`config.mk`:
```
export PLATFORM = sky130hd
export DESIGN_NAME = lkcfg_regfile
export DESIGN_NICKNAME = d
export VERILOG_FILES = /design/src/rtl/lkcfg_pkg.sv /design/src/rtl/lkcfg_setup_reg.sv /design/src/rtl/lkcfg_map.sv /design/src/rtl/lkcfg_regfile.sv
export SDC_FILE = /design/constraint.sdc
export NUM_CORES = 1
export LEC_CHECK = 0
export BUFFER_PORTS_ARGS = -buffer_cell sky130_fd_sc_hd__clkbuf_2
export CAP_MARGIN = 5
export CORE_ASPECT_RATIO = 0.9
export CORE_MARGIN = 2
export CORE_UTILIZATION = 45
export DETAILED_ROUTE_END_ITERATION = 10
export GPL_ROUTABILITY_DRIVEN = 0
export GPL_TIMING_DRIVEN = 0
export PLACE_DENSITY_LB_ADDON = 0.15
export SLEW_MARGIN = 20
export SYNTH_ARGS = -nofsm -noshare
export SYNTH_HDL_FRONTEND = slang
export SYNTH_SLANG_ARGS = --single-unit
```
`constraint.sdc`:
```
create_clock -name clk_i -period 6.1 [get_ports clk_i]
set_input_delay 1.22 -clock clk_i [delete_from_list [all_inputs] [get_ports clk_i]]
set_output_delay 1.22 -clock clk_i [all_outputs]
set_load 0.02 [all_outputs]
```
`src/rtl/lkcfg_pkg.sv`:
```
package lkcfg_pkg;
  localparam int ADDR_W = 8;
  localparam int DATA_W = 8;

  localparam logic [ADDR_W-1:0] A_INTEN = 8'h02;
  localparam logic [ADDR_W-1:0] A_GRIDS = 8'h03;
  localparam logic [ADDR_W-1:0] A_CFG   = 8'h04;
  localparam logic [ADDR_W-1:0] A_PTR   = 8'h05;
  localparam logic [ADDR_W-1:0] A_MAP   = 8'h06;
  localparam logic [ADDR_W-1:0] A_SHIFT = 8'h0E;

  localparam int N_SETUP = 3;
  localparam logic [N_SETUP*ADDR_W-1:0] SETUP_ADDR = {A_SHIFT, A_GRIDS, A_INTEN};
  localparam logic [N_SETUP-1:0]        SETUP_LOCKABLE = 3'b110;

  typedef struct packed {
    logic [4:0] aux;
    logic       blink_sel;
    logic       lock;
    logic       run;
  } cfg_t;

  function automatic logic is_mapped(logic [ADDR_W-1:0] a);
    return a == A_INTEN || a == A_GRIDS || a == A_CFG ||
           a == A_PTR   || a == A_MAP   || a == A_SHIFT;
  endfunction
endpackage

```
`src/rtl/lkcfg_setup_reg.sv`:
```
module lkcfg_setup_reg #(
  parameter int W = 8
) (
  input  logic         clk_i,
  input  logic         rst_ni,
  input  logic         wr_i,
  input  logic         lock_i,
  input  logic [W-1:0] d_i,
  output logic [W-1:0] q_o
);
  always_ff @(posedge clk_i or negedge rst_ni) begin
    if (!rst_ni)              q_o <= '0;
    else if (wr_i && !lock_i) q_o <= d_i;
  end
endmodule

```
`src/rtl/lkcfg_map.sv`:
```
module lkcfg_map #(
  parameter int DEPTH = 16,
  parameter int W     = 8,
  localparam int PW   = $clog2(DEPTH)
) (
  input  logic          clk_i,
  input  logic          rst_ni,
  input  logic          ptr_we_i,
  input  logic [PW-1:0] ptr_d_i,
  input  logic          step_i,
  input  logic          mem_we_i,
  input  logic [W-1:0]  mem_d_i,
  output logic [PW-1:0] ptr_o,
  output logic [W-1:0]  mem_q_o
);
  logic [W-1:0] mem_q [DEPTH];

  always_ff @(posedge clk_i or negedge rst_ni) begin
    if (!rst_ni) begin
      ptr_o <= '0;
      for (int i = 0; i < DEPTH; i++) mem_q[i] <= '0;
    end else begin
      if (mem_we_i) mem_q[ptr_o] <= mem_d_i;
      if (ptr_we_i)    ptr_o <= ptr_d_i;
      else if (step_i) ptr_o <= ptr_o + 1'b1;  // power-of-two depth: natural wrap
    end
  end

  assign mem_q_o = mem_q[ptr_o];
endmodule

```
`src/rtl/lkcfg_regfile.sv`:
```
module lkcfg_regfile
  import lkcfg_pkg::*;
#(
  parameter int MAP_DEPTH = 16,
  localparam int PTR_W    = $clog2(MAP_DEPTH)
) (
  input  logic              clk_i,
  input  logic              rst_ni,
  input  logic [ADDR_W-1:0] addr_i,
  input  logic [DATA_W-1:0] wdata_i,
  input  logic              we_i,
  input  logic              rd_i,
  output logic [DATA_W-1:0] rdata_o,
  output logic              shutdown_o,
  output logic              blink_sel_o
);
  logic [DATA_W-1:0] cfg_raw;
  cfg_t              cfg_q;
  logic [DATA_W-1:0] setup_q [N_SETUP];
  logic [PTR_W-1:0]  ptr_q;
  logic [DATA_W-1:0] map_q;
  logic hit_cfg, hit_ptr, hit_map;

  assign hit_cfg = addr_i == A_CFG;
  assign hit_ptr = addr_i == A_PTR;
  assign hit_map = addr_i == A_MAP;

  lkcfg_setup_reg #(.W(DATA_W)) u_cfg (
    .clk_i, .rst_ni,
    .wr_i   (we_i && hit_cfg),
    .lock_i (1'b0),
    .d_i    (wdata_i),
    .q_o    (cfg_raw)
  );
  assign cfg_q = cfg_t'(cfg_raw);

  for (genvar g = 0; g < N_SETUP; g++) begin : g_setup
    lkcfg_setup_reg #(.W(DATA_W)) u_reg (
      .clk_i, .rst_ni,
      .wr_i   (we_i && addr_i == SETUP_ADDR[g*ADDR_W +: ADDR_W]),
      .lock_i (SETUP_LOCKABLE[g] && cfg_q.lock),
      .d_i    (wdata_i),
      .q_o    (setup_q[g])
    );
  end

  lkcfg_map #(.DEPTH(MAP_DEPTH), .W(DATA_W)) u_map (
    .clk_i, .rst_ni,
    .ptr_we_i (we_i && hit_ptr),
    .ptr_d_i  (wdata_i[PTR_W-1:0]),
    .step_i   ((we_i || rd_i) && hit_map),
    .mem_we_i (we_i && hit_map && !cfg_q.lock),
    .mem_d_i  (wdata_i),
    .ptr_o    (ptr_q),
    .mem_q_o  (map_q)
  );

  always_comb begin
    rdata_o = '0;
    if (hit_cfg) rdata_o = cfg_raw;
    if (hit_ptr) rdata_o = DATA_W'(ptr_q);
    if (hit_map) rdata_o = map_q;
    for (int i = 0; i < N_SETUP; i++)
      if (addr_i == SETUP_ADDR[i*ADDR_W +: ADDR_W]) rdata_o = setup_q[i];
  end

  assign shutdown_o  = ~cfg_q.run;
  assign blink_sel_o = cfg_q.blink_sel;
endmodule

```
==> reports/results.txt <==
Status: finished, final reports clean
Top cell type's share of synthesized area: 0.5054
Core Util, Final: 0.5190
Routed WL: 20.24 mm
Port-buffer cells: 24
Setup repair bufs after CTS: 0
Pin count of the biggest net entering global routing: 89
Antenna Cells: 0
Initial DRC Count: 288
Yosys warning total: 0
WP data arrival: 3.46 ns
CTS tree: done
Achievable Freq: 0.2135 GHz
Clk_lat worst skew: 0.42 ns
Number of max-cap violations: 0
Fin. Hold Viols: 0
Pre-CTS setup slack: 1.442 ns
Root Driver: clkbuf_16
Critical setup path kind: in -> out
Number of library cell types mapped by synthesis: 55
Power Density: 261.3 mW/mm^2
Critical Path End: rdata_o[5]
DRC: 0
CTS hold repair buffers: 0
Ys async rst share: 1.000
Register area share after synthesis: 0.5054
Post-synth EDFFs: 0
GRT Overall Usage: 0.2244
Vias/cell: 5.762
Worst-Margin Slew: 1.044 ns
Die X: 145.6 um
Worst min path class: reg -> reg
Vias in the first global route: 5268
DR pass1 iterations: 7
Setup crit start kind: input port
Design area: 0.009170 sq mm
H-tree level count: 4
Primary FF master, synth: dfrtp_1
Setup slack, reg-to-reg: 2.48 ns
Top cells by area, synth: dfrtp_1, mux2_2, mux4_2
Initial antenna violation count: 0
Post-Syn Instances: 561
Total core area: 0.01767 sq mm
Nets: 629
Worst Setup End Kind: primary output
Pins Over Slew Limit: 0
Final worst clock skew: 0.01036 ns
Worst Setup SP: addr_i[7]
Io pins: 30
Die Y: 131.4 um
Fillcell total: 1525
Final period util: 0.7680
Post-synthesis net count: 585
Clock Pin Slew Worst Setup and Hold Paths: 0.06 ns
Leak: 4.301 nW
Largest area contributor in the netlist: dfrtp_1
Syn_area_per_cell: 14.47 sq um
Unrepaired setup endpoints after global routing: false
Final Worst Setup Slack: 1.415 ns
First-pass GRT wire length: 32.14 mm
Most instantiated library cell after synthesis: dfrtp_1
Maximum vdd drop: 0.1881 mV
Synthesized area: 0.008120 sq mm
PostCTS Resize Cnt: 0
Synthesized flop and latch total: 164
CTS max path bufs: 2
R2r endpoint: u_map.mem_q[117]
CTS Sinks: 164
Final setup violation count: 0
Min-delay src: u_map.mem_q[47]
Share of cells above drive strength 1: 0.3867
Critical-path maximum fanout: 10
HPWL after detailed placement: 13.61 mm
Post-route ant nets: 0
Dpl cell area: 0.008577 sq mm
Post-synth top cells: dfrtp_1, mux2_2, mux2_4
FP Rows: 46
R2R cell count: 8
Die outline area: 0.01914 sq mm
Min Tclk post-route: 4.685 ns
Initial Utilization: 0.4596
Via count: 4944
TNS Setup: 0 ns
Routed wire per std cell: 23.59 um
Total gr overflow: 0
Total CTS buffers: 17
Synthesis-to-layout area growth: 12.93%
CP required: 4.88 ns
Reg2Reg Launch Point: u_map.ptr_o[1]
Slew HR: 0.3042
-- cell type report --
class,instances,area [sq um],area share
Buffer,41,170.2,0.01856
Inverter,9,33.78,0.003684
Sequential cell,164,4104,0.4475
Tap cell,240,300.3,0.03275
Multi-Input combinational cell,347,3812,0.4157
Clock buffer,19,442.9,0.04830
Clock inverter,13,150.1,0.01637
Timing Repair Buffer,25,156.4,0.01706
-- worst min path at each step --
stage	slack (ns)	cells past startpoint	to
after global placement	0.47	1	u_map.mem_q[53]
after floorplan	0.46	1	u_map.mem_q[44]
after global routing	0.51	1	g_setup[1].u_reg.q_o[7]
after CTS	0.49	1	u_map.mem_q[47]
final	0.48	1	u_map.mem_q[47]
after detailed placement	0.48	1	u_map.mem_q[47]
-- cell usage in the layout, fill, tap and decap left out, types with 5 or more instances in the layout --
cell type and count:
a21oi_1 7, buf_1 5, clkbuf_1 31, clkbuf_16 17
clkbuf_2 23, dfrtp_1 164, inv_1 8, mux2_1 31
mux2_2 92, mux2_4 40, mux2i_1 16, mux4_2 31
nand2_1 24, nand2b_1 9, nand3b_1 13, nor2_1 11
nor3_2 5, o2111ai_1 6, o21ai_0 7
-- metrics by stage --
stage	hold WS (ns)	cells	power, mW
finish	0.4847	858	2.396
global placement	0.4688	825	1.334
global route	0.5094	858	2.486
CTS	0.4914	858	2.419
detailed placement	0.4769	826	1.341
floorplan	0.4587	561	1.259
-- worst max-delay path: stages --
cell	delay [ns]
clkbuf_2	0.10
or4_4	0.57
buf_4	0.21
nor3_2	0.53
nand2_1	0.27
o221ai_1	0.33
clkbuf_2	0.23
-- kinds of logic (layout without fill, tap and decap cells) --
logic type | after synthesis | count (layout) | share of synthesized area
mux | 210 | 210 | 0.3502
flops | 164 | 164 | 0.5054
simple gates | 94 | 94 | 0.07750
buf+inv | 50 | 107 | 0.02512
compound gates | 38 | 38 | 0.03452
fa+ha+maj | 4 | 4 | 0.006164
xor+xnor | 1 | 1 | 0.001079
-- state kept, by name (all words and copies together) (netlist names) --
register           cells
u_map.ptr_o            4
g_setup.u_reg.q_o     24
u_map.mem_q          128
u_cfg.q_o              8
-- power by group --
group | internal (mW) | switching [mW]
logic | 0.0705 | 0.131
registers | 1.10 | 0.0112
clock network | 0.620 | 0.458
-- metal layers --
metal / track usage / wire length [um]
met4: 0.04630 / 232
met5: 0 / 0
met1: 0.3269 / 9580
met2: 0.3462 / 9441
met3: 0.05174 / 986
Power figures use the tool's default switching activity.
